<file path="config.mk">
export PLATFORM = sky130hd
export DESIGN_NAME = shrot_unit
export DESIGN_NICKNAME = d
export VERILOG_FILES = /design/src/rtl/shrot_pkg.sv /design/src/rtl/shrot_op_dec.sv /design/src/rtl/shrot_end_fill.sv /design/src/rtl/shrot_mux4.sv /design/src/rtl/shrot_unit.sv
export SDC_FILE = /design/constraint.sdc
export NUM_CORES = 1
export LEC_CHECK = 0
export ABC_CLOCK_PERIOD_IN_PS = 1200
export BUFFER_PORTS_ARGS = -buffer_cell sky130_fd_sc_hd__buf_2
export CAP_MARGIN = 25
export CELL_PAD_IN_SITES_DETAIL_PLACEMENT = 1
export CELL_PAD_IN_SITES_GLOBAL_PLACEMENT = 2
export CORE_MARGIN = 2
export CORE_UTILIZATION = 19
export DETAILED_ROUTE_END_ITERATION = 10
export PLACE_DENSITY_LB_ADDON = 0.1
export SYNTH_ARGS = -nofsm -noshare
export SYNTH_HDL_FRONTEND = slang
export SYNTH_SLANG_ARGS = --single-unit
</file>
<file path="constraint.sdc">
create_clock -name vclk -period 1.2
set_input_delay 0.24 -clock vclk [all_inputs]
set_output_delay 0.24 -clock vclk [all_outputs]
set_load 0.01 [all_outputs]
</file>
<file path="src/rtl/shrot_pkg.sv">
package shrot_pkg;

    // Which source each output bit takes.
    typedef enum logic [1:0] {
        SRC_KEEP  = 2'd0,
        SRC_LOWER = 2'd1,
        SRC_UPPER = 2'd2,
        SRC_END   = 2'd3
    } src_sel_e;

    // Decoded operation.
    typedef struct packed {
        logic move;
        logic to_right;
        logic wrap;
    } op_word_t;

    // Values offered to the two end bits during a move.
    typedef struct packed {
        logic lsb_end;
        logic msb_end;
    } end_bits_t;

    // The op code layout is fixed by bit position.
    function automatic op_word_t unpack_op(input logic [2:0] code);
        op_word_t o;
        o.move     = code[2];
        o.to_right = code[1];
        o.wrap     = code[0];
        return o;
    endfunction

endpackage

</file>
<file path="src/rtl/shrot_op_dec.sv">
module shrot_op_dec
    import shrot_pkg::*;
(
    input  logic [2:0] op_ctrl,
    output op_word_t   op,
    output src_sel_e   sel_body,
    output src_sel_e   sel_lsb,
    output src_sel_e   sel_msb
);
    always_comb begin
        op = unpack_op(op_ctrl);
        if (!op.move) begin
            sel_body = SRC_KEEP;
        end else if (op.to_right) begin
            sel_body = SRC_UPPER;
        end else begin
            sel_body = SRC_LOWER;
        end
        // An end bit takes the end value only when the move empties it.
        sel_lsb = (op.move && !op.to_right) ? SRC_END : sel_body;
        sel_msb = (op.move &&  op.to_right) ? SRC_END : sel_body;
    end
endmodule

</file>
<file path="src/rtl/shrot_end_fill.sv">
module shrot_end_fill
    import shrot_pkg::*;
(
    input  op_word_t  op,
    input  logic      arith_en,
    input  logic      word_lsb,
    input  logic      word_msb,
    input  logic      fill_lsb,
    input  logic      fill_msb,
    output end_bits_t ends
);
    always_comb begin
        if (op.wrap) begin
            ends.lsb_end = word_msb;
            ends.msb_end = word_lsb;
        end else if (arith_en) begin
            ends.lsb_end = 1'b0;
            ends.msb_end = word_msb;
        end else begin
            ends.lsb_end = fill_lsb;
            ends.msb_end = fill_msb;
        end
    end
endmodule

</file>
<file path="src/rtl/shrot_mux4.sv">
module shrot_mux4
    import shrot_pkg::*;
(
    input  src_sel_e sel,
    input  logic     own_bit,
    input  logic     lower_bit,
    input  logic     upper_bit,
    input  logic     end_bit,
    output logic     y
);
    always_comb begin
        unique case (sel)
            SRC_KEEP:  y = own_bit;
            SRC_LOWER: y = lower_bit;
            SRC_UPPER: y = upper_bit;
            SRC_END:   y = end_bit;
            default:   y = own_bit;
        endcase
    end
endmodule

</file>
<file path="src/rtl/shrot_unit.sv">
module shrot_unit
    import shrot_pkg::*;
#(
    parameter int WIDTH = 8
) (
    input  logic [WIDTH-1:0] data_in,
    input  logic [2:0]       op_ctrl,
    input  logic             fill_lsb,
    input  logic             fill_msb,
    input  logic             arith_en,
    output logic [WIDTH-1:0] data_out
);
    localparam int MSB = WIDTH - 1;

    op_word_t  op;
    src_sel_e  sel_body;
    src_sel_e  sel_lsb;
    src_sel_e  sel_msb;
    end_bits_t ends;

    shrot_op_dec u_dec (
        .op_ctrl  (op_ctrl),
        .op       (op),
        .sel_body (sel_body),
        .sel_lsb  (sel_lsb),
        .sel_msb  (sel_msb)
    );

    shrot_end_fill u_ends (
        .op       (op),
        .arith_en (arith_en),
        .word_lsb (data_in[0]),
        .word_msb (data_in[MSB]),
        .fill_lsb (fill_lsb),
        .fill_msb (fill_msb),
        .ends     (ends)
    );

    for (genvar i = 0; i < WIDTH; i++) begin : g_bit
        if (i == 0) begin : g_low
            shrot_mux4 u_mux (
                .sel       (sel_lsb),
                .own_bit   (data_in[i]),
                .lower_bit (1'b0),
                .upper_bit (data_in[i+1]),
                .end_bit   (ends.lsb_end),
                .y         (data_out[i])
            );
        end else if (i == MSB) begin : g_high
            shrot_mux4 u_mux (
                .sel       (sel_msb),
                .own_bit   (data_in[i]),
                .lower_bit (data_in[i-1]),
                .upper_bit (1'b0),
                .end_bit   (ends.msb_end),
                .y         (data_out[i])
            );
        end else begin : g_mid
            shrot_mux4 u_mux (
                .sel       (sel_body),
                .own_bit   (data_in[i]),
                .lower_bit (data_in[i-1]),
                .upper_bit (data_in[i+1]),
                .end_bit   (1'b0),
                .y         (data_out[i])
            );
        end
    end
endmodule

</file>
; Word-level counts from Yosys, hierarchy flattened
; Cells that the tools add are included.
[totals]
output_inout_bits = 8
reg_bits = 0
word_cells = 29
in_bits = 14
[op_classes]
n_reduce_logical = 6
muxes = 14
eq_ne = 9
[op_table]
columns = operator, count
row1 = 1-bit one-hot mux with 4 select lines, 8
row2 = "2-bit equality test, second input constant", 6
row3 = 2-bit two-way mux, 6
row4 = "2-bit by 1-bit equality test with 1-bit output, second input constant", 3
row5 = 2-bit logical NOT, 3
row6 = 1-bit logical AND, 2
row7 = 1-bit logical NOT, 1

; Logic depth before layout (Yosys ltp)
; Gate-level depths: netlist of the first run.
[logic_depth]
word_depth = 5
mapped_depth = 5
mapped_depth_nobuf = 3

; By module
; From an unflattened synthesis of the first run, not the netlist that was laid out.
[unflattened]
cells_unflattened = 24
area_unflattened_um2 = 282.8
[by_module_without_submodules]
columns = mod, cells_per_inst, area_each_um2, n_inst, seq_area_each_um2
row1 = shrot_mux4, 1, 22.5, 8, 0.0
row2 = shrot_op_dec, 9, 65.1, 1, 0.0
row3 = shrot_end_fill, 6, 33.8, 1, 0.0
row4 = shrot_unit, 1, 3.8, 1, 0.0

; Worst setup path before layout of the first run
; No wires, ideal clock.
[synth_timing]
kind = input-to-output
start = input op_ctrl[2]
end = output data_out[7]
t_arrival_ps = 852
path_buffers = 2
cell_stages = 5
setup_slack_ps = 108
t_required_ps = 960
path_cell_list = buf_2 nand2b_1 nor4_1 a211oi_2 buf_4
[synth_between]
elab_chain_len = 4
elab_cells_between_ends = 8
cone_classes = 3 x eq/ne / 3 x mux / 2 x reduce/logical
[synth_lines]
columns = element, line_no
row1 = "start, declared", shrot_unit.sv:7  ; input logic [2:0] op_ctrl,
row2 = 2-bit two-way mux or 1-bit logical AND (tied branches), "shrot_op_dec.sv:12, shrot_op_dec.sv:21"
row3 = 2-bit two-way mux (*), shrot_op_dec.sv:21  ; sel_msb = (op.move && op.to_right) ? SRC_END : sel_body;
row4 = "2-bit equality test, or another cell as far along", shrot_mux4.sv:12  ; unique case (sel)
row5 = 1-bit one-hot mux with 4 select lines (*), shrot_mux4.sv:12
row6 = "end, declared", shrot_unit.sv:11  ; output logic [WIDTH-1:0] data_out
; Every way passes the cells marked *; elsewhere a longest branch is shown, timed or not.

; Worst setup path in the final report of the first run
[layout_timing]
start = input arith_en
end = output data_out[7]
[layout_between]
elab_chain_len = 3
[layout_lines]
columns = element, line_no
row1 = "start, declared", shrot_unit.sv:10  ; input logic arith_en,
row2 = 2-bit two-way mux, shrot_end_fill.sv:16  ; end else if (arith_en) begin
row3 = 2-bit two-way mux, shrot_end_fill.sv:13  ; if (op.wrap) begin
row4 = 1-bit one-hot mux with 4 select lines, shrot_mux4.sv:12
; Every way passes these cells.

==> impl_metrics.yaml, run 1 <==
outcome:
  status: "complete, no violations"
layout:
  final_util: 0.289
  finalInstanceArea_um2: 385
  num_antenna_cells: 0
  seqCellArea_um2: 0
  drive_gt1_frac: 0.534
  layout_commonest_cell: "buf_2"
  layout.cells.non_filler: 73
  num-nets-final: 74
  synthToLayoutAreaGrowth_pct: 38.7
  clock_buffers: 0
  layout_common_cells: "buf_2, nor2_1, a21oi_1, mux2i_1, buf_4"
  seq_cell_count: 0
die:
  core_area_um2: 1330
  die_y_um: 42.2
  num_rows: 13
  dieArea_um2: 1780
  io_pins: 22
  die_x_um: 42.2
  start_util: 0.208
place:
  place.port_buffers: 22
  hpwl_um: 776
  routabilityCongestion: 0.822
  place_ws_ps: -109
  placed_cell_area_um2: 360
  dp_cells: 73
critical_path:
  cp-start-kind: "input pin"
  crit_path_end_kind: "output port"
  cpMostUsedCell: "buf_2"
  critical_path.top_delay_family: "simple AND/OR/NAND/NOR gates"
  cp_max_fo: 3
  crit_chain: "buf_2, nand2b_1, nor4_2, a211oi_2, buf_2"
  path_class: "input pin to output port"
  slowest_stage: "nor4_2"
  slowest_delay_ps: 200
  cp.arrival_ps: 910
  required_ps: 960
  path_buf_inv: 2
sta:
  setup_tns_ps: 0
  tightest_slew_ps: 268
  drv_slew: 0
  finalSetupViolCount: 0
  fin_hold_ws_ps: 836
  slew_headroom: 0.820
  rsz0062_at_grt: "no"
  final_hold_viol_count: 0
  finalWorstSetupSlack_ps: 53.4
  fin_crit_sh: 0.955
  fmax_mhz: 872
  fin_crit_ps: 1150
detailed_routing:
  drt_iter0_drc: 0
  routed_wl_um: 893
  viasPerCell: 4.60
  dr_total_vias: 336
  drt_pass1_iterations: 1
  drtAntennaViolNets: 0
  drc: 0
  detail_route.wl_per_cell_um: 12.2
synth:
  yosys.area.top_type: "buf_4"
  syn-cell-area_um2: 278
  syn_inst: 42
  ys_seq_area_frac: 0
  avgSynthCellArea_um2: 6.61
  synthesis.nets: 56
  synth_cell_types: 15
  synth.yosys.warnings: 0
  synth.area.top_cells: "buf_4, mux2i_1, a21oi_1"
  synth_top_area_share: 0.243
worst_hold_path:
  hp-class: "input pin to output port"
power_and_ir_drop:
  netSwitchingFraction: 0.500
  cellInternalPower_mw: 0.0754
  leakagePower_nw: 0.198
  p_total_mw: 0.151
  switchingPower_mw: 0.0754
  pwr-share-seq: 0
  comb_power_share: 1.000
  peakVddDrop_v: 0.0000798
  power.density_nw_per_um2: 391
  p_clk_frac: 0
grt:
  grt_max_degree: 12
  grt_overflow: 0
  grt_pass1_vias: 318
  track_usage: 0.0972
  grt_pass1_wl_mm: 1.47
  antenna_found_initial: 0
flow_run:
  drv_cap: 0
clock_tree:
  cts_setup_buffers: 0
final cells by class:
type	instances	area [µm²]
fillers	177	948
multi-input cells	29	199
repair buffers	27	160
well taps	15	18.8
inverters	2	7.51
synth_stat cells, drive strengths merged:
cell type   n
a211oi      1
nand3b      2
nand2b      1
nor2        7
nor4        1
o21ai       2
mux2i       6
a221oi      1
o22ai       1
buf        11
inv         2
a21oi       7
cells by family (layout without fill, tap and decap cells):
group,Yosys count,count (layout),share of synthesized area
AO/OA/AOI/OAI,12,12,0.261
buffers and inverters,13,29,0.329
multiplexers,6,6,0.216
AND/OR/NAND/NOR,11,11,0.194
worst paths after layout:
check / startpoint / endpoint / slack, ps / cells after the start
setup / recovery: arith_en / data_out[7] / 50 / 5
hold / removal: op_ctrl[2] / data_out[0] / 840 / 3
per-layer routing:
layer	up-vias	track usage	part of all wire
met5	-	0	0
met2	13	0.185	0.50
met1	151	0.124	0.43
met3	0	0.00862	0.067
li1	172	-	-
met4	0	0	0
power groups by stage:
stage	registers [mW]	logic [mW]	clock network, mW
detailed placement	0	0.144	0
floorplan	0	0.107	0
finish	0	0.151	0
CTS	0	0.147	0
global route	0	0.167	0
global placement	0	0.139	0
what timing repair did:
item                                    4_1_cts  5_1_grt
hold buffers                                  0        0
resized for setup                             2        7
pin swaps                                     0        2
endpoints found under the setup margin        7        7
(Power assumes the default switching activity.)
==> inputs of run 2 (changes only) <==
- ABC_AREA: unset -> 1
- CORE_UTILIZATION: 19 -> 16
==> run 2 against run 1 <==
Against the previous run: final cell count is 25% higher; utilization is 6.8 points lower; clock-buffer cell count is the same; sequential share of layout area unchanged; first-iteration DRC count up 5.
==> impl_metrics.yaml, run 2 <==
layout:
  layout.cells.non_filler: 91
  num-nets-final: 91
  layout_commonest_cell: "nand2_1"
  seqCellArea_um2: 0
  final_util: 0.221
  clock_buffers: 0
  drive_gt1_frac: 0.347
  synthToLayoutAreaGrowth_pct: 25.6
  layout_common_cells: "nand2_1, buf_2, nand3_1, inv_1, inv_2"
  finalInstanceArea_um2: 344
  seq_cell_count: 0
  num_antenna_cells: 0
synth:
  synthesis.nets: 75
  syn-cell-area_um2: 274
  synth.most_common_cell: "nand2_1"
  synth_cell_types: 9
  yosys.area.top_type: "nand2_1"
  synth.area.top_cells: "nand2_1, buf_4, nand3_1"
  syn_inst: 61
  synth_top_area_share: 0.411
  ys_seq_area_frac: 0
  synth_common_cells: "nand2_1, buf_4, nand3_1"
  synth.yosys.warnings: 0
  avgSynthCellArea_um2: 4.49
sta:
  tightest_slew_ps: 137
  fin_crit_ps: 1080
  drv_slew: 0
  fin_hold_ws_ps: 798
  fmax_mhz: 923
  fin_crit_sh: 0.903
  setup_tns_ps: 0
  slew_headroom: 0.909
  finalSetupViolCount: 0
  final_hold_viol_count: 0
  rsz0062_at_grt: "no"
  finalWorstSetupSlack_ps: 116
detailed_routing:
  routed_wl_um: 773
  drtAntennaViolNets: 0
  viasPerCell: 4.09
  detail_route.wl_per_cell_um: 8.49
  drt_iter0_drc: 5
  drc: 0
  drt_pass1_iterations: 3
  dr_total_vias: 372
flow_run:
  drv_cap: 0
critical_path:
  cp.arrival_ps: 840
  slowest_stage: "buf_2"
  cp_max_fo: 6
  slowest_delay_ps: 130
  cp-start-kind: "input pin"
  required_ps: 960
  path_class: "input pin to output port"
  crit_path_end_kind: "output port"
  crit_chain: "buf_2, inv_1, nand2_1, inv_2, nand2_1, nand3_1, buf_2"
die:
  io_pins: 22
  core_area_um2: 1560
  start_util: 0.176
  die_y_um: 45.4
  die_x_um: 45.4
  num_rows: 14
  dieArea_um2: 2060
place:
  routabilityCongestion: 0.676
  place_ws_ps: 91.3
  hpwl_um: 699
  dp_cells: 91
  placed_cell_area_um2: 344
  place.port_buffers: 22
clock_tree:
  postCtsHoldBufs: 0
  cts_setup_buffers: 0
  cts_resized: 0
grt:
  grt_pass1_vias: 318
  antenna_found_initial: 0
  grt_pass1_wl_mm: 1.29
  grt_overflow: 0
  track_usage: 0.0779
  grt_max_degree: 9
power_and_ir_drop:
  power.density_nw_per_um2: 369
  leakagePower_nw: 0.237
  peakVddDrop_v: 0.0000885
  p_total_mw: 0.127
outcome:
  status: "complete, no violations"
worst_hold_path:
  hp-class: "input pin to output port"
## run 2: changes by cell type after synthesis, moves of 2 or more
cell,delta
mux2i_1,-6
nand3b_1,-2
nand3_1,+8
inv_1,+5
a21oi_1,-6
nor2_1,-5
nand2_1,+30
inv_2,+3
## run 2: logic make-up after synthesis
| kind of cell | share of synthesized area |
|---|---|
| buf+inv | 0.356 |
| simple gates | 0.607 |
| compound gates | 0.0365 |
## run 2: cell type report
| type | count | area, µm² |
|---|---|---|
| timing repair buffer | 22 | 110 |
| fill | 225 | 1210 |
| multi-input combinational | 43 | 176 |
| tap | 16 | 20.0 |
| inverter | 10 | 37.5 |
## run 2: path summary, 6_finish.rpt
check	start	to	slack (ps)	cells past startpoint
hold / removal	data_in[1]	data_out[2]	800	4
setup / recovery	op_ctrl[1]	data_out[4]	120	7
## run 2: power breakdown
group | internal [mW] | switching [mW] | leakage [nW] | total [mW]
combinational | 0.0547 | 0.0721 | 0.237 | 0.127
sequential | 0 | 0 | 0 | 0
clock | 0 | 0 | 0 | 0
## run 2: routing by layer
layer	global-route usage	routed length, µm
met3	0	37
met4	0	0
met2	0.127	367
met5	0	0
met1	0.121	369
## run 2: worst max-delay path: cells and delay by family
| kind | cells | cell delay [ps] |
|---|---|---|
| buffers and inverters | 4 | 410 |
| and+or+nand+nor | 3 | 200 |
==> inputs of run 3 (changes only) <==
- PLACE_DENSITY: unset -> 0.89
- PLACE_DENSITY_LB_ADDON: 0.1 -> unset
==> run 3 against run 2 <==
Against the previous run: sequential share of layout area unchanged; non-clock buffer count unchanged; worst setup slack about the same; via count up 3.2%; total power up 0.97%; routed wire length up 3.6%; combinational power about the same; maximum frequency about the same; utilization unchanged; critical path depth unchanged; critical path type unchanged; largest cell class unchanged; largest power group unchanged; highest routed layer unchanged.
==> impl_metrics.yaml, run 3 (synthesis results as in run 2) <==
outcome:
  status: "complete, no violations"
grt:
  grt_pass1_wl_mm: 1.16
  grt_pass1_vias: 280
  grt_max_degree: 9
  grt_overflow: 0
  antenna_found_initial: 0
  track_usage: 0.0706
critical_path:
  crit_path_end_kind: "output port"
  required_ps: 960
  slowest_delay_ps: 130
  path_class: "input pin to output port"
  slowest_stage: "buf_2"
  crit_chain: "buf_2, inv_1, nand2_1, inv_2, nand2_1, nand3_1, buf_2"
  cp.arrival_ps: 840
  cp-start-kind: "input pin"
  cp_max_fo: 6
detailed_routing:
  drc: 0
  viasPerCell: 4.22
  dr_total_vias: 384
  drt_pass1_iterations: 2
  routed_wl_um: 801
  drt_iter0_drc: 1
  detail_route.wl_per_cell_um: 8.80
  drtAntennaViolNets: 0
sta:
  fin_crit_sh: 0.904
  fin_crit_ps: 1080
  fmax_mhz: 922
  finalWorstSetupSlack_ps: 116
  final_hold_viol_count: 0
  finalSetupViolCount: 0
  drv_slew: 0
  tightest_slew_ps: 147
  slew_headroom: 0.902
  setup_tns_ps: 0
  fin_hold_ws_ps: 810
  rsz0062_at_grt: "no"
layout:
  drive_gt1_frac: 0.347
  finalInstanceArea_um2: 344
  layout_common_cells: "nand2_1, buf_2, nand3_1, inv_1, inv_2"
  clock_buffers: 0
  seq_cell_count: 0
  final_util: 0.221
  num-nets-final: 91
  layout_commonest_cell: "nand2_1"
  fillCellCount: 225
  synthToLayoutAreaGrowth_pct: 25.6
  num_antenna_cells: 0
  seqCellArea_um2: 0
  layout.cells.non_filler: 91
power_and_ir_drop:
  p_total_mw: 0.128
  peakVddDrop_v: 0.000101
  power.density_nw_per_um2: 372
  leakagePower_nw: 0.237
place:
  placed_cell_area_um2: 344
  place_ws_ps: 114
  hpwl_um: 721
  dp_cells: 91
  place.port_buffers: 22
  routabilityCongestion: 0.748
die:
  die_x_um: 45.4
  dieArea_um2: 2060
  core_area_um2: 1560
  die_y_um: 45.4
  num_rows: 14
  io_pins: 22
  start_util: 0.176
clock_tree:
  cts_setup_buffers: 0
  cts_resized: 0
  postCtsHoldBufs: 0
worst_hold_path:
  hp-class: "input pin to output port"
flow_run:
  drv_cap: 0
## run 3: area by class of cell
cell class                      instances  area, µm²  share of cell area
Timing Repair Buffer                   22        110               0.320
Tap cell                               16       20.0              0.0582
Multi-Input combinational cell         43        176               0.513
Inverter                               10       37.5               0.109
## run 3: critical path: cells and delay by family
family                 cells  cell delay, ps
buffers and inverters      4             410
AND/OR/NAND/NOR            3             200
## run 3: metal layers
metal	part of all wire	up-vias	global-route usage
met5	0	-	0
met4	0	0	0
met3	0.067	0	0
met2	0.46	11	0.115
met1	0.47	170	0.110
li1	-	203	-
## run 3: final timing paths
check	cells after the start	slack, ps	end	start
max	7	120	data_out[3]	op_ctrl[1]
min	4	810	data_out[6]	data_in[5]
## run 3: report_power, final
| part | switching (mW) | leakage [nW] | internal, mW |
|---|---|---|---|
| clock network | 0 | 0 | 0 |
| logic | 0.0733 | 0.237 | 0.0547 |
| registers | 0 | 0 | 0 |
| total | 0.0733 | 0.237 | 0.0547 |
